[src/rtl/wsc_pkg.sv]
package wsc_pkg;
    typedef enum logic [1:0] {
        ST_IDLE     = 2'd0,
        ST_SCAN     = 2'd1,
        ST_LOOP_END = 2'd2,
        ST_WAIT_WB  = 2'd3
    } sweep_state_e;
endpackage

[src/rtl/wsc_timebase.sv]
module wsc_timebase #(
    parameter int TS_W = 16,
    parameter int TAU  = 4
) (
    input  logic            clk,
    input  logic            rst_n,
    input  logic            tick_i,
    input  logic [TS_W-1:0] stamp_i,
    output logic [TS_W-1:0] now_o,
    output logic            old_o
);
    logic [TS_W-1:0] now_q;
    logic [TS_W-1:0] age;

    always_ff @(posedge clk or negedge rst_n) begin
        if (!rst_n) now_q <= '0;
        else if (tick_i) now_q <= now_q + 1'b1;
    end

    // modular subtraction keeps the age right across counter wrap
    assign age   = now_q - stamp_i;
    assign old_o = age > TS_W'(TAU);
    assign now_o = now_q;

    AST_TICK_ADVANCE: assert property (@(posedge clk) disable iff (!rst_n)
        tick_i |=> now_q == TS_W'($past(now_q) + 1'b1));
    AST_NO_TICK_HOLD: assert property (@(posedge clk) disable iff (!rst_n)
        !tick_i |=> $stable(now_q));
endmodule

[src/rtl/wsc_slot_array.sv]
module wsc_slot_array #(
    parameter int NSLOT = 8,
    parameter int TS_W  = 16,
    localparam int IDX_W = $clog2(NSLOT)
) (
    input  logic                        clk,
    input  logic                        rst_n,
    input  logic [TS_W-1:0]             now_i,
    input  logic                        tick_i,
    input  logic                        ld_en_i,
    input  logic [IDX_W-1:0]            ld_idx_i,
    input  logic                        acc_en_i,
    input  logic [IDX_W-1:0]            acc_idx_i,
    input  logic                        acc_wr_i,
    input  logic                        clr_en_i,
    input  logic [IDX_W-1:0]            clr_idx_i,
    input  logic                        evict_en_i,
    input  logic [IDX_W-1:0]            evict_idx_i,
    input  logic                        wbset_en_i,
    input  logic [IDX_W-1:0]            wbset_idx_i,
    input  logic                        wbdone_en_i,
    input  logic [IDX_W-1:0]            wbdone_idx_i,
    output logic [NSLOT-1:0]            valid_o,
    output logic [NSLOT-1:0]            ref_o,
    output logic [NSLOT-1:0]            dirty_o,
    output logic [NSLOT-1:0]            pend_o,
    output logic [NSLOT-1:0][TS_W-1:0]  stamp_o
);
    for (genvar s = 0; s < NSLOT; s++) begin : g_slot
        localparam logic [IDX_W-1:0] SI = IDX_W'(s);
        logic            v_q, r_q, d_q, p_q;
        logic [TS_W-1:0] t_q;
        logic            v_n, r_n, d_n, p_n;
        logic [TS_W-1:0] t_n;

        // update order: sweep, eviction, write-back marks, tick, completion, access, load
        always_comb begin
            v_n = v_q;
            r_n = r_q;
            d_n = d_q;
            p_n = p_q;
            t_n = t_q;
            if (clr_en_i && clr_idx_i == SI) begin
                r_n = 1'b0;
                t_n = now_i;
            end
            if (evict_en_i && evict_idx_i == SI) v_n = 1'b0;
            if (wbset_en_i && wbset_idx_i == SI) p_n = 1'b1;
            if (tick_i && r_q) t_n = now_i + 1'b1;
            if (wbdone_en_i && wbdone_idx_i == SI) begin
                d_n = 1'b0;
                p_n = 1'b0;
            end
            if (acc_en_i && acc_idx_i == SI && v_q) begin
                r_n = 1'b1;
                if (acc_wr_i) d_n = 1'b1;
            end
            if (ld_en_i && ld_idx_i == SI) begin
                v_n = 1'b1;
                r_n = 1'b0;
                d_n = 1'b0;
                p_n = 1'b0;
                t_n = now_i;
            end
        end

        always_ff @(posedge clk or negedge rst_n) begin
            if (!rst_n) begin
                v_q <= 1'b0;
                r_q <= 1'b0;
                d_q <= 1'b0;
                p_q <= 1'b0;
                t_q <= '0;
            end else begin
                v_q <= v_n;
                r_q <= r_n;
                d_q <= d_n;
                p_q <= p_n;
                t_q <= t_n;
            end
        end

        assign valid_o[s] = v_q;
        assign ref_o[s]   = r_q;
        assign dirty_o[s] = d_q;
        assign pend_o[s]  = p_q;
        assign stamp_o[s] = t_q;
    end

    AST_LOAD_FRESH: assert property (@(posedge clk) disable iff (!rst_n)
        ld_en_i |=> valid_o[$past(ld_idx_i)] && !ref_o[$past(ld_idx_i)]
                    && !dirty_o[$past(ld_idx_i)]);
    AST_WBDONE_CLEAN: assert property (@(posedge clk) disable iff (!rst_n)
        (wbdone_en_i && !(acc_en_i && acc_wr_i && acc_idx_i == wbdone_idx_i))
        |=> !dirty_o[$past(wbdone_idx_i)] && !pend_o[$past(wbdone_idx_i)]);
endmodule

[src/rtl/wsc_sweep_fsm.sv]
module wsc_sweep_fsm
    import wsc_pkg::*;
#(
    parameter int NSLOT  = 8,
    parameter int WB_CAP = 2,
    localparam int IDX_W  = $clog2(NSLOT),
    localparam int STEP_W = $clog2(NSLOT + 1),
    localparam int CNT_W  = $clog2(WB_CAP + 1)
) (
    input  logic             clk,
    input  logic             rst_n,
    input  logic             evict_req_i,
    input  logic             wb_done_i,
    input  logic [IDX_W-1:0] wb_done_idx_i,
    input  logic [NSLOT-1:0] valid_i,
    input  logic [NSLOT-1:0] ref_i,
    input  logic [NSLOT-1:0] dirty_i,
    input  logic [NSLOT-1:0] pend_i,
    input  logic             hand_old_i,
    output logic [IDX_W-1:0] hand_o,
    output logic             victim_valid_o,
    output logic [IDX_W-1:0] victim_idx_o,
    output logic             wb_req_o,
    output logic             clr_en_o,
    output logic             busy_o
);
    sweep_state_e     state_q, state_d;
    logic [IDX_W-1:0] hand_q, hand_d;
    logic [STEP_W-1:0] steps_q, steps_d;
    logic [CNT_W-1:0] wbcnt_q, wbcnt_d;
    logic             adv;
    logic             h_valid, h_ref, h_dirty, h_pend;

    assign h_valid = valid_i[hand_q];
    assign h_ref   = ref_i[hand_q];
    assign h_dirty = dirty_i[hand_q];
    assign h_pend  = pend_i[hand_q];

    always_ff @(posedge clk or negedge rst_n) begin
        if (!rst_n) begin
            state_q <= ST_IDLE;
            hand_q  <= '0;
            steps_q <= '0;
            wbcnt_q <= '0;
        end else begin
            state_q <= state_d;
            hand_q  <= hand_d;
            steps_q <= steps_d;
            wbcnt_q <= wbcnt_d;
        end
    end

    always_comb begin
        state_d        = state_q;
        hand_d         = hand_q;
        steps_d        = steps_q;
        wbcnt_d        = wbcnt_q;
        victim_valid_o = 1'b0;
        victim_idx_o   = hand_q;
        wb_req_o       = 1'b0;
        clr_en_o       = 1'b0;
        adv            = 1'b0;
        unique case (state_q)
            ST_IDLE: begin
                if (evict_req_i) begin
                    state_d = ST_SCAN;
                    steps_d = '0;
                    wbcnt_d = '0;
                end
            end
            ST_SCAN: begin
                if (!h_valid) begin
                    victim_valid_o = 1'b1;
                end else if (h_ref) begin
                    clr_en_o = 1'b1;
                    adv      = 1'b1;
                end else if (hand_old_i && !h_dirty) begin
                    victim_valid_o = 1'b1;
                end else begin
                    adv = 1'b1;
                    if (hand_old_i && !h_pend && wbcnt_q < CNT_W'(WB_CAP)) begin
                        wb_req_o = 1'b1;
                        wbcnt_d  = wbcnt_q + 1'b1;
                    end
                end
                if (adv) begin
                    hand_d  = hand_q + 1'b1;
                    steps_d = steps_q + 1'b1;
                    if (steps_q == STEP_W'(NSLOT - 1)) state_d = ST_LOOP_END;
                end
            end
            ST_LOOP_END: begin
                if (wb_done_i) begin
                    victim_valid_o = 1'b1;
                    victim_idx_o   = wb_done_idx_i;
                end else if (|pend_i) begin
                    state_d = ST_WAIT_WB;
                end else begin
                    victim_valid_o = 1'b1;
                end
            end
            ST_WAIT_WB: begin
                if (wb_done_i) begin
                    victim_valid_o = 1'b1;
                    victim_idx_o   = wb_done_idx_i;
                end
            end
            default: ;
        endcase
        if (victim_valid_o) begin
            hand_d  = victim_idx_o + 1'b1;
            state_d = ST_IDLE;
        end
    end

    assign hand_o = hand_q;
    assign busy_o = state_q != ST_IDLE;

    AST_VICTIM_IN_SWEEP: assert property (@(posedge clk) disable iff (!rst_n)
        victim_valid_o |-> state_q != ST_IDLE);
    AST_VICTIM_HAND_PAST: assert property (@(posedge clk) disable iff (!rst_n)
        victim_valid_o |=> state_q == ST_IDLE
                           && hand_q == IDX_W'($past(victim_idx_o) + 1'b1));
    AST_SCAN_STEP: assert property (@(posedge clk) disable iff (!rst_n)
        (state_q == ST_SCAN && !victim_valid_o) |=> hand_q == IDX_W'($past(hand_q) + 1'b1));
    AST_WB_CAP: assert property (@(posedge clk) disable iff (!rst_n)
        wbcnt_q <= CNT_W'(WB_CAP));
    AST_WB_ONLY_SCAN: assert property (@(posedge clk) disable iff (!rst_n)
        wb_req_o |-> state_q == ST_SCAN && !victim_valid_o);
    AST_STEP_BOUND: assert property (@(posedge clk) disable iff (!rst_n)
        state_q == ST_SCAN |-> steps_q < STEP_W'(NSLOT));
    AST_WAIT_HOLD: assert property (@(posedge clk) disable iff (!rst_n)
        (state_q == ST_WAIT_WB && !wb_done_i) |=> state_q == ST_WAIT_WB);
    AST_BUSY_IGNORES_REQ: assert property (@(posedge clk) disable iff (!rst_n)
        (state_q == ST_SCAN && evict_req_i && !victim_valid_o)
        |=> state_q != ST_IDLE);
endmodule

[src/rtl/wsclock_victim_sel.sv]
module wsclock_victim_sel #(
    parameter int NSLOT  = 8,
    parameter int TS_W   = 16,
    parameter int TAU    = 4,
    parameter int WB_CAP = 2,
    localparam int IDX_W = $clog2(NSLOT)
) (
    input  logic             clk,
    input  logic             rst_n,
    input  logic             tick_i,
    input  logic             load_en_i,
    input  logic [IDX_W-1:0] load_idx_i,
    input  logic             acc_en_i,
    input  logic [IDX_W-1:0] acc_idx_i,
    input  logic             acc_wr_i,
    input  logic             evict_req_i,
    input  logic             wb_done_i,
    input  logic [IDX_W-1:0] wb_done_idx_i,
    output logic             victim_valid_o,
    output logic [IDX_W-1:0] victim_idx_o,
    output logic             wb_req_o,
    output logic [IDX_W-1:0] wb_idx_o,
    output logic             busy_o
);
    logic [NSLOT-1:0]           valid, refd, dirty, pend;
    logic [NSLOT-1:0][TS_W-1:0] stamps;
    logic [TS_W-1:0]            now;
    logic [IDX_W-1:0]           hand;
    logic                       hand_old;
    logic                       clr_en;

    wsc_timebase #(.TS_W(TS_W), .TAU(TAU)) u_time (
        .clk     (clk),
        .rst_n   (rst_n),
        .tick_i  (tick_i),
        .stamp_i (stamps[hand]),
        .now_o   (now),
        .old_o   (hand_old)
    );

    wsc_slot_array #(.NSLOT(NSLOT), .TS_W(TS_W)) u_slots (
        .clk          (clk),
        .rst_n        (rst_n),
        .now_i        (now),
        .tick_i       (tick_i),
        .ld_en_i      (load_en_i),
        .ld_idx_i     (load_idx_i),
        .acc_en_i     (acc_en_i),
        .acc_idx_i    (acc_idx_i),
        .acc_wr_i     (acc_wr_i),
        .clr_en_i     (clr_en),
        .clr_idx_i    (hand),
        .evict_en_i   (victim_valid_o),
        .evict_idx_i  (victim_idx_o),
        .wbset_en_i   (wb_req_o),
        .wbset_idx_i  (hand),
        .wbdone_en_i  (wb_done_i),
        .wbdone_idx_i (wb_done_idx_i),
        .valid_o      (valid),
        .ref_o        (refd),
        .dirty_o      (dirty),
        .pend_o       (pend),
        .stamp_o      (stamps)
    );

    wsc_sweep_fsm #(.NSLOT(NSLOT), .WB_CAP(WB_CAP)) u_fsm (
        .clk            (clk),
        .rst_n          (rst_n),
        .evict_req_i    (evict_req_i),
        .wb_done_i      (wb_done_i),
        .wb_done_idx_i  (wb_done_idx_i),
        .valid_i        (valid),
        .ref_i          (refd),
        .dirty_i        (dirty),
        .pend_i         (pend),
        .hand_old_i     (hand_old),
        .hand_o         (hand),
        .victim_valid_o (victim_valid_o),
        .victim_idx_o   (victim_idx_o),
        .wb_req_o       (wb_req_o),
        .clr_en_o       (clr_en),
        .busy_o         (busy_o)
    );

    assign wb_idx_o = hand;
endmodule

[config.mk]
export PLATFORM = sky130hd
export DESIGN_NAME = wsclock_victim_sel
export DESIGN_NICKNAME = d
export VERILOG_FILES = /design/src/rtl/wsc_pkg.sv /design/src/rtl/wsc_timebase.sv /design/src/rtl/wsc_slot_array.sv /design/src/rtl/wsc_sweep_fsm.sv /design/src/rtl/wsclock_victim_sel.sv
export SDC_FILE = /design/constraint.sdc
export NUM_CORES = 1
export LEC_CHECK = 0
export BUFFER_PORTS_ARGS = -buffer_cell sky130_fd_sc_hd__clkbuf_2
export CORE_ASPECT_RATIO = 1.5
export CORE_MARGIN = 10
export CORE_UTILIZATION = 33
export CTS_CLUSTER_DIAMETER = 60
export DETAILED_ROUTE_END_ITERATION = 6
export PLACE_DENSITY = 0.44
export SLEW_MARGIN = 20
export SYNTH_ARGS = -nofsm -noshare
export SYNTH_HDL_FRONTEND = slang
export SYNTH_HIERARCHICAL = 1
export SYNTH_SLANG_ARGS = --single-unit
export TNS_END_PERCENT = 50
[constraint.sdc]
create_clock -name clk -period 6.8 [get_ports clk]
set_input_delay 0 -clock clk [delete_from_list [all_inputs] [get_ports clk]]
set_output_delay 0 -clock clk [all_outputs]
set_load 0.02 [all_outputs]
==> key figures, run 1 <==
Floorplanning
  – Top-Level Pins: 26
  – Core area: 0.0361 mm²
  – Chip Width: roughly 180 µm
  – Full die area: 0.0449 mm²
  – Die H: 254 µm
  – Initial Utilization: 33.6%
  – Cell Rows: 85

Clock network
  – Clock transition at path regs: ~0.07 ns
  – CTS buffer count: 17
  – Postcts setup bufs: 0
  – Clock root buffer: clkbuf_16
  – Number of clock sinks: ~190
  – CTS max path bufs: 2
  – Clk_lat worst skew: 0.46 ns
  – CTS tree: done
  – H-tree lvl count: 4

Global route
  – First-pass GRT wire length: 71.0 mm
  – Vias in the first global route: ~11k
  – GR Overflow Total: 0
  – Pin count of the biggest net entering global routing: 69
  – Initial antenna violation count: 0
  – All-Layer GR Usage: 21.4%

Critical path
  – Critical path arrival: 6.47 ns
  – Reg2reg setup slack: 0.67 ns
  – R2R depth: 21
  – Reg2reg end: u_fsm/hand_o[2]$_DFFE_PN0P_
  – Crit path max fanout: 37
  – Worst setup EP type: flop
  – Reg-to-reg startpoint: u_fsm/hand_o[0]$_DFFE_PN0P_
  – Startpoint types: flop
  – Req. time, crit path: just over 7 ns
  – WS Path Type: reg -> reg

Layout
  – Layout cells sized above 1: 12.5%
  – Synth-to-layout area growth: 8.90%
  – Fillcell total: approximately 3.6k
  – Net total in the final layout: 1243
  – Antenna diodes: 0
  – Design area: 0.0132 mm²
  – Fin util: 36.5%

Synth
  – Largest area contributor in the netlist: dfrtp_1
  – Post-synth top area share: 38.7%
  – Most frequent cell after synthesis: dfrtp_1
  – Ys flop type: dfrtp_1
  – Synth top cells by count: dfrtp_1 (187), nand2_1 (122), o21ai_0 (84)
  – Post-synthesis sequential area ratio: 38.7%
  – Synthesized net count: approximately 1.3k
  – Synth Warn #: 6
  – Synth cell types: 90
  – Top post-synthesis cells by area: dfrtp_1 (39%), mux4_1 (6.7%), a22oi_1 (3.9%)
  – Mean Syn Cell Area: 9.84 µm²
  – Synthesized cell area: 0.0121 mm²
  – Cells after synthesis: around 1.2k
  – Number of synthesized flops with an enable pin: 0
  – Flops & latches, synth: approximately 190
  – Post-synth ARST share: 100%

STA
  – Clock skew: roughly 0.012 ns
  – Crit share post-route: 90.2%
  – Max Clk Rate: 163 MHz
  – Slew margin rel.: slightly above 20%
  – Least-Margin Pin Slew: 1.19 ns
  – Period minus WS final: 6.13 ns
  – Setup violators final: 0
  – TNS Setup: 0 ns
  – RSZ-0062 raised after global routing: false
  – Final Hold Fails: 0
  – Fin. max-slew vios: 0

Placed design
  – Port Buffers: 25
  – Dpl cell area: 0.0125 mm²
  – DP HPWL: 31.9 mm
  – Global placer's final weighted congestion: 0.908

Pwr
  – Leak pwr: 5.62 nW
  – Power Density: 432 mW/mm²
  – Worst VDD drop: just over 0.2 mV
  – Total Power: 5.69 mW

Routing
  – Detail Route Antenna Nets: 0
  – Vias per std cell: 6.19
  – Routed vias: 10.5k
  – Post-Route WL: between 40 and 50 mm
  – DRT Pass-1 Iters: 7
  – DR WL/cell: approximately 28 µm
  – DRC viols: 3
  – DRT iter0 DRCs: roughly 1.1k

Min path
  – Hold crit path type: in -> reg
  – HP Start: wb_done_i
  – Hold path depth: 3
  – Min-Delay Endpoint: u_slots/g_slot[6].p_q$_DFFE_PN0P_

Run status
  – Status: finished with violations
  – Violated checks: design-rule violations

Job
  – Max-capacitance violation count: 0
## through the flow
step	std cells	setup WS (ns)	hold slack, ns
after floorplan	1229	1.21	-0.296
after global placement	1652	0.814	0.0310
after detailed placement	1652	0.739	0.0180
after CTS	1693	0.715	0.0189
after global routing	1693	0.241	0.0397
final	1693	0.666	0.0291
## report_power, final
part	internal [mW]	switching, mW	total, mW	leakage, nW
Clock	0.554	0.484	1.04	0.284
Sequential	1.40	0.389	1.79	2.45
Combinational	1.14	1.73	2.87	2.88
Total	3.09	2.60	5.69	5.62
## worst max-delay path, stage by stage, from the launching register on
cell and delay, ns:
dfrtp_4 0.95, mux4_1 0.65, mux2_2 0.27, inv_1 0.06, ha_1 0.29, a21o_1 0.22
a2111oi_0 0.40, o21ai_0 0.24, a31oi_1 0.27, mux2i_1 0.20, nand2_1 0.07, or4_1 0.59
a21bo_2 0.26, a311oi_1 0.05, nor2_1 0.27, clkinv_1 0.33, nand2_1 0.12, o21ai_0 0.10
ha_1 0.23, nor3b_1 0.15, o21ai_0 0.20, nand3_1 0.09
## flip-flops by register name (all words and copies together), names as in the netlist
register and cells:
u_slots/g_slot.p_q 8, u_fsm/state_q 2, u_slots/g_slot.v_q 8, u_slots/g_slot.t_q 128, u_slots/g_slot.r_q 8, u_fsm/wbcnt_q 2
u_slots/g_slot.d_q 8, u_time/now_o 16, u_fsm/hand_o 3, u_fsm/steps_q 4
## cell type report
| cell class | instances | area [µm²] | area share (%) |
|---|---|---|---|
| clock buffers | 19 | 443 | 3.36 |
| flip-flops and latches | 187 | 4690 | 35.6 |
| repair buffers | 76 | 539 | 4.09 |
| clock inverters | 13 | 143 | 1.08 |
| well taps | 478 | 598 | 4.54 |
| inverters | 46 | 173 | 1.31 |
| multi-input cells | 874 | 6590 | 50.0 |
## worst max-delay path by stage
stage,start,endpoint,slack [ns]
2_1_floorplan,u_fsm/hand_o[0]$_DFFE_PN0P_,u_slots/g_slot[2].p_q$_DFFE_PN0P_,1.21
3_3_place_gp,u_fsm/hand_o[0]$_DFFE_PN0P_,u_fsm/hand_o[2]$_DFFE_PN0P_,0.81
3_5_place_dp,u_fsm/hand_o[0]$_DFFE_PN0P_,u_fsm/hand_o[2]$_DFFE_PN0P_,0.74
4_1_cts,u_fsm/hand_o[0]$_DFFE_PN0P_,u_fsm/hand_o[2]$_DFFE_PN0P_,0.72
5_1_grt,u_fsm/hand_o[0]$_DFFE_PN0P_,u_fsm/hand_o[2]$_DFFE_PN0P_,0.24
6_report,u_fsm/hand_o[0]$_DFFE_PN0P_,u_fsm/hand_o[2]$_DFFE_PN0P_,0.67
## layer usage
metal,track usage (%),routed length (µm),up-vias,part of all wire [%]
met3,3.35,2870,113,6.0
met2,37.2,24400,455,51
met4,11.7,2350,0,4.9
met1,24.6,18300,5288,38
met5,0,0,-,0
li1,-,-,4627,-
## layout by cell type (no fill, tap or decap), drive strengths merged, types with 23 or more instances in the layout
cell type,netlist,final
inv,45,47
nor3,27,27
mux4,39,39
a22oi,63,63
nand3,76,76
nand2,122,122
ha,23,23
dfrtp,187,187
or3,38,38
a21oi,24,24
o21ai,87,87
a32oi,36,36
nor2,35,35
buf,63,42
clkbuf,59,44
## repair_timing
item	CTS	global route
hold buffers	9	0
gates resized for setup	0	0
endpoints found under the hold margin	71	0
## kinds of logic (layout without fill, tap and decap cells)
group / Yosys count / count (layout) / synth area share (%)
compound gates: 324 / 324 / 19.4
xor+xnor: 32 / 32 / 2.32
fa+ha+maj: 24 / 24 / 2.54
buf+inv: 168 / 154 / 6.88
flops: 187 / 187 / 38.7
mux: 75 / 75 / 11.4
simple gates: 419 / 419 / 18.8
(Power assumes the default switching activity.)
==> run 2: changes to the inputs <==
==> constraint.sdc (replaced) <==
create_clock -name clk -period 6.8 [get_ports clk]
set_input_delay 1.7 -clock clk [delete_from_list [all_inputs] [get_ports clk]]
set_output_delay 1.7 -clock clk [all_outputs]
set_load 0.02 [all_outputs]
==> key figures, run 2 (synthesized netlist as in run 1, its figures left out) <==
Critical path
  – Startpoint types: flop
  – Critical path arrival: 4.92 ns (-1.55 ns)
  – WS Path Type: reg -> out
  – Req. time, crit path: 5.10 ns (-2.04 ns)
  – Reg2reg setup slack: 1.41 ns (+0.74 ns)
  – R2R depth: 24 (+14%)
  – Worst setup EP type: primary output
  – Crit path max fanout: 10 (-73%)

Floorplanning
  – Die H: 254 µm (unchanged)
  – Initial Utilization: 33.6% (unchanged)
  – Chip Width: 176 µm (unchanged)
  – Full die area: 0.0449 mm² (unchanged)
  – Top-Level Pins: 26 (unchanged)
  – Core area: 0.0361 mm² (unchanged)
  – Cell Rows: 85 (unchanged)

STA
  – TNS Setup: 0 ns (unchanged)
  – Final Hold Fails: 0 (unchanged)
  – Max Clk Rate: 151 MHz (-7.4%)
  – Least-Margin Pin Slew: 1.11 ns (-0.0814 ns)
  – Crit share post-route: 97.4% (+7.2 points)
  – Setup violators final: 0 (unchanged)
  – Worst hold slack: 0.478 ns (+0.449 ns)
  – RSZ-0062 raised after global routing: false
  – Clock skew: 0.00796 ns (-0.00420 ns)
  – Period minus WS final: 6.62 ns (+0.488 ns)
  – Fin. max-slew vios: 0 (unchanged)
  – Slew margin rel.: 26.0% (+5.7 points)

Job
  – Max-capacitance violation count: 0 (unchanged)

Placed design
  – Dpl cell area: 0.0126 mm² (+0.63%)
  – Port Buffers: 25 (unchanged)
  – Global placer's final weighted congestion: 0.885 (-2.6%)
  – DP HPWL: 32.1 mm (+0.63%)

Layout
  – Design area: 0.0133 mm² (+0.95%)
  – Fin util: 36.9% (+0.35 points)
  – Antenna diodes: 0 (unchanged)
  – Fillcell total: 3626 (-0.14%)
  – Net total in the final layout: 1247 (+0.32%)
  – Commonest non-fill, non-tap cells in the layout: dfrtp_1 (184), nand2_1 (122), o21ai_0 (77)
  – Layout cells sized above 1: 14.3% (+1.8 points)
  – Synth-to-layout area growth: 9.93%
  – Reg with most FFs: u_slots/g_slot.t_q
  – Commonest non-fill, non-tap cell in the layout: dfrtp_1
  – Number of flip-flops under the largest register name: 128 (unchanged)

Pwr
  – Pint: 3.22 mW (+4.0%)
  – Total Power: 5.85 mW (+2.8%)
  – Power Density: 440 mW/mm² (+1.8%)
  – Power share of the sequential group: 28.4% (-3.0 points)
  – Leak pwr: 5.67 nW (+1.0%)
  – Switching pwr: 2.64 mW (+1.3%)
  – Clock share of power: 17.5% (-0.7 points)
  – Comb pwr share: 54.1% (+3.8 points)
  – Switching portion of total power: 45.0% (-0.64 points)
  – Worst VDD drop: 0.180 mV (-12%)

Routing
  – Detail Route Antenna Nets: 0 (unchanged)
  – Post-Route WL: 47.2 mm (-1.6%)
  – DR WL/cell: 27.8 µm (-1.8%)
  – DRT Pass-1 Iters: 6 (-1)
  – Routed vias: 10.4k (-0.91%)
  – DRT iter0 DRCs: 1034 (-7.3%)
  – Vias per std cell: 6.13 (-1.1%)
  – DRC viols: 0 (-3)

Global route
  – Pin count of the biggest net entering global routing: 96 (+39%)
  – Initial antenna violation count: 0 (unchanged)
  – Vias in the first global route: 10.4k (-2.1%)
  – GR Overflow Total: 0 (unchanged)
  – First-pass GRT wire length: 69.5 mm (-2.2%)
  – All-Layer GR Usage: 20.9% (-0.47 points)

Run status
  – Status: finished, final reports clean

Clock network
  – CTS max path bufs: 2 (unchanged)
  – CTS buffer count: 17 (unchanged)
  – Post-CTS Hold Fix Bufs: 0 (-9)
  – H-tree lvl count: 4 (unchanged)
  – CTS tree: done
  – Clock root buffer: clkbuf_16
  – Number of clock sinks: 187 (unchanged)
  – Clk_lat worst skew: 0.45 ns (about the same)
  – Clock transition at path regs: 0.07 ns (about the same)

Min path
  – Hold path depth: 2 (-1)
  – Hold crit path type: reg -> reg
## run 2: cell types whose count changed in the layout (fill, tap and decap cells not counted), moves of 2 or more
cell and delta:
dlygate4sd3_1 -9, clkinv_4 -3, ha_1 -2, buf_4 +9, ha_2 +2, buf_12 +2, inv_1 -2, clkbuf_2 -2
clkinvlp_4 +2, inv_2 +3
## run 2: final timing paths
check	from	endpoint
setup / recovery	u_fsm/hand_o[0]$_DFFE_PN0P_	wb_req_o
hold / removal	u_slots/g_slot[2].t_q[2]$_DFFE_PN0P_	u_slots/g_slot[2].t_q[2]$_DFFE_PN0P_
hold reg to reg	u_slots/g_slot[2].t_q[2]$_DFFE_PN0P_	u_slots/g_slot[2].t_q[2]$_DFFE_PN0P_
setup reg to reg	u_fsm/hand_o[0]$_DFFE_PN0P_	u_fsm/hand_o[2]$_DFFE_PN0P_
max in group asynchronous	rst_n	u_slots/g_slot[5].t_q[7]$_DFFE_PN0P_
min in group asynchronous	rst_n	u_slots/g_slot[4].p_q$_DFFE_PN0P_
## run 2: timing repair
item                       CTS  global route
setup buffers                2             2
cloned                       0             1
gates resized for setup      5            21
pin swaps                    1             5
setup endpoints to repair    2             2
## run 2: layer usage
layer | global-route usage [%] | share of wire (%)
met5 | 0 | 0
met1 | 25.4 | 41
met4 | 9.49 | 4.1
met2 | 35.9 | 50
met3 | 3.03 | 4.8
## run 2: through the flow
| step | setup slack, ns | cells |
|---|---|---|
| 2_1_floorplan | 0.149 | 1229 |
| 3_3_place_gp | 0.196 | 1660 |
| 6_report | 0.178 | 1696 |
| 4_1_cts | 0.0135 | 1693 |
| 5_1_grt | 0.000372 | 1696 |
| 3_5_place_dp | 0.192 | 1660 |
## run 2: layout make-up
| cell class | count | area [µm²] | area share [%] |
|---|---|---|---|
| Clock buffer | 21 | 460 | 3.46 |
| Clock inverter | 10 | 118 | 0.884 |
| Inverter | 46 | 173 | 1.30 |
| Multi-Input combinational cell | 874 | 6660 | 50.1 |
| Sequential cell | 187 | 4690 | 35.3 |
| Tap cell | 478 | 598 | 4.50 |
| Timing Repair Buffer | 80 | 603 | 4.54 |
## run 2: critical path, cell delays in order, from the launching register on
cell and delay [ns]:
dfrtp_4 0.48, buf_6 0.16, buf_12 0.16, mux4_1 0.54
mux2_2 0.28, inv_1 0.12, ha_1 0.34, or3b_1 0.16
o221ai_1 0.10, a211o_1 0.23, a311o_1 0.29, nor3_2 0.17
o2111ai_1 0.11, or4_4 0.50, a21bo_4 0.21, a21oi_1 0.06
nor4_2 0.32, buf_4 0.21
## run 2: power groups by stage
stage / logic (mW) / clock network (mW) / registers, mW
6_report: 3.16 / 1.02 / 1.66
5_1_grt: 3.41 / 1.10 / 1.70
4_1_cts: 3.02 / 1.05 / 1.66
3_5_place_dp: 2.97 / 0 / 1.69
3_3_place_gp: 2.99 / 0 / 1.69
2_1_floorplan: 2.11 / 0 / 1.60
==> run 3: changes to the inputs <==
--- a/config.mk
+++ b/config.mk
@@ -7,7 +7,6 @@
 export LEC_CHECK = 0
 export BUFFER_PORTS_ARGS = -buffer_cell sky130_fd_sc_hd__clkbuf_2
 export CORE_ASPECT_RATIO = 1.5
-export CORE_MARGIN = 10
 export CORE_UTILIZATION = 33
 export CTS_CLUSTER_DIAMETER = 60
 export DETAILED_ROUTE_END_ITERATION = 6
==> key figures, run 3 (synthesized netlist as in run 1, its figures left out) <==
Clock network
  – Clock root buffer: clkbuf_16
  – Post-CTS Hold Fix Bufs: 0 (unchanged)
  – CTS buffer count: 17 (unchanged)
  – Clk_lat worst skew: 0.46 ns (about the same)
  – CTS tree: done
  – CTS max path bufs: 2 (unchanged)
  – Clock transition at path regs: 0.07 ns (about the same)
  – Number of clock sinks: 187 (unchanged)
  – H-tree lvl count: 4 (unchanged)

Routing
  – DRT iter0 DRCs: 893 (-14%)
  – DRT Pass-1 Iters: 5 (-1)
  – DR WL/cell: 28.1 µm (+0.88%)
  – Detail Route Antenna Nets: 0 (unchanged)
  – Routed vias: 10.5k (+1.0%)
  – DRC viols: 0 (unchanged)
  – Vias per std cell: 6.20 (+1.3%)
  – Post-Route WL: 47.5 mm (+0.58%)

Global route
  – Met3 Use GR: 3.64% (+0.61 points)
  – GR Overflow Total: 0 (unchanged)
  – Vias in the first global route: 10.4k (-0.41%)
  – Pin count of the biggest net entering global routing: 105 (+9.4%)
  – Initial antenna violation count: 1 (+1)
  – Met1 usage: 30.6% (+5.3 points)
  – First-pass GRT wire length: 69.7 mm (+0.26%)
  – GR Util met2: 45.5% (+9.6 points)
  – All-Layer GR Usage: 25.9% (+5.0 points)
  – Busiest grt layer: met2

Critical path
  – R2R depth: 23 (-4.2%)
  – Req. time, crit path: 5.10 ns (about the same)
  – Reg-to-reg startpoint: u_fsm/hand_o[0]$_DFFE_PN0P_
  – Reg2reg setup slack: 1.43 ns (+0.02 ns)
  – Startpoint types: flop
  – Worst Path Buf+Inv: 3 (-1)
  – Critical-path cell list: buf_4, mux4_1, mux2_2, inv_2, ha_1, a21o_1, a2111oi_2, o21ai_0, a31oi_1, mux2i_1, nand2_1, or4_4, a21bo_4, a21oi_1, nor4_2, buf_4
  – Most used cell along the critical path: buf_4
  – CP max-delay cell: mux4_1
  – CP top delay family: compound AO/OA/AOI/OAI gates
  – CP max stage delay: 0.53 ns (about the same)
  – Reg2reg end: u_fsm/hand_o[2]$_DFFE_PN0P_
  – Crit path max fanout: 6 (-4)
  – Critical path arrival: 4.93 ns (about the same)
  – Worst setup EP type: primary output
  – WS Path Type: reg -> out

Min path
  – Min-Delay Endpoint: u_slots/g_slot[0].d_q$_DFF_PN0_
  – Hold path depth: 1 (-1)
  – HP Start: u_slots/g_slot[0].d_q$_DFF_PN0_
  – Hold crit path type: reg -> reg

Floorplanning
  – Core area: 0.0361 mm² (unchanged)
  – Top-Level Pins: 26 (unchanged)
  – Initial Utilization: 33.6% (unchanged)
  – Chip Width: 158 µm (-10%)
  – Full die area: 0.0374 mm² (-17%)
  – Die H: 236 µm (-7.1%)
  – Cell Rows: 85 (unchanged)

Layout
  – Layout cells sized above 1: 14.0% (-0.27 points)
  – Number of flip-flops under the largest register name: 128 (unchanged)
  – Reg with most FFs: u_slots/g_slot.t_q
  – Synth-to-layout area growth: 9.44%
  – Net total in the final layout: 1242 (-0.40%)
  – Antenna diodes: 0 (unchanged)
  – Commonest non-fill, non-tap cells in the layout: dfrtp_1 (184), nand2_1 (122), o21ai_0 (78)
  – Commonest non-fill, non-tap cell in the layout: dfrtp_1

Job
  – Max-capacitance violation count: 0 (unchanged)

Pwr
  – Leak pwr: 5.64 nW (-0.58%)
  – Power Density: 443 mW/mm² (+0.71%)
  – Worst VDD drop: 0.216 mV (+20%)
  – Switching portion of total power: 45.5% (+0.47 points)
  – Switching pwr: 2.67 mW (+1.3%)
  – Pint: 3.20 mW (-0.59%)
  – Power share of the sequential group: 28.4% (about the same)
  – Comb pwr share: 53.9% (-0.2 points)
  – Clock share of power: 17.6% (about the same)
  – Total Power: 5.87 mW (+0.26%)

STA
  – Worst hold slack: 0.491 ns (+0.0130 ns)
  – Max Clk Rate: 151 MHz (-0.16%)
  – Slew margin rel.: 21.7% (-4.3 points)
  – Setup WS post-layout: 0.167 ns (-0.0108 ns)
  – TNS Setup: 0 ns (unchanged)
  – Final Hold Fails: 0 (unchanged)
  – RSZ-0062 raised after global routing: false
  – Setup violators final: 0 (unchanged)
  – Least-Margin Pin Slew: 1.18 ns (+0.0688 ns)
  – Clock skew: 0.0124 ns (+0.00447 ns)
  – Fin. max-slew vios: 0 (unchanged)
  – Crit share post-route: 97.5% (+0.16 points)
  – Period minus WS final: 6.63 ns (+0.0108 ns)

Placed design
  – DP HPWL: 31.9 mm (-0.56%)
  – Port Buffers: 25 (unchanged)
  – Post-Place Worst Slack: 0.187 ns (-0.00453 ns)
  – Global placer's final weighted congestion: 0.812 (-8.2%)

Run status
  – Status: finished, final reports clean
run 3: cell types whose count changed in the layout (fill, tap and decap cells not counted), sizes merged:
cell / change
buf: -4
clkbuf: -1
run 3: cell type report:
type / count / area [µm²]
well taps: 478 / 598
fillers: 3615 / 22800
flip-flops and latches: 187 / 4690
multi-input cells: 874 / 6660
inverters: 46 / 173
repair buffers: 75 / 541
clock buffers: 21 / 460
clock inverters: 10 / 118
run 3: power groups by stage:
stage | Sequential (mW) | Combinational, mW | Clock [mW]
finish | 1.67 | 3.16 | 1.03
global route | 1.70 | 3.38 | 1.09
CTS | 1.66 | 3.06 | 1.06
detailed placement | 1.68 | 3.00 | 0
global placement | 1.68 | 3.01 | 0
floorplan | 1.60 | 2.11 | 0
run 3: repair_timing:
action | in CTS | in global routing
endpoints found under the setup margin | 2 | 2
buffers inserted | 1 | 2
resized for setup | 5 | 20
cloned | 0 | 0
pin swaps | 1 | 5
run 3: how the worst max path moves through the flow:
stage / startpoint / to / slack (ns) / depth (start not counted)
6_report: u_fsm/hand_o[0]$_DFFE_PN0P_ / wb_req_o / 0.17 / 16
5_1_grt: u_fsm/hand_o[0]$_DFFE_PN0P_ / wb_req_o / 0.006 / 17
4_1_cts: u_fsm/hand_o[0]$_DFFE_PN0P_ / victim_valid_o / 0.02 / 18
3_5_place_dp: u_fsm/hand_o[0]$_DFFE_PN0P_ / wb_req_o / 0.19 / 15
3_3_place_gp: u_fsm/hand_o[0]$_DFFE_PN0P_ / wb_req_o / 0.28 / 15
2_1_floorplan: u_fsm/hand_o[0]$_DFFE_PN0P_ / wb_req_o / 0.15 / 16
run 3: metrics by stage:
stage | std cells | util (%) | cell area (µm²)
2_1_floorplan | 1229 | - | 12100
3_3_place_gp | 1657 | 34.8 | 12500
3_5_place_dp | 1657 | 34.8 | 12500
4_1_cts | 1689 | 36.5 | 13200
5_1_grt | 1691 | 36.7 | 13200
6_report | 1691 | 36.7 | 13200
run 3: metal layers:
layer,up-vias,routed length (µm)
met2,343,24400
met5,-,0
met4,0,2040
li1,4633,-
met3,94,2130
met1,5422,18900
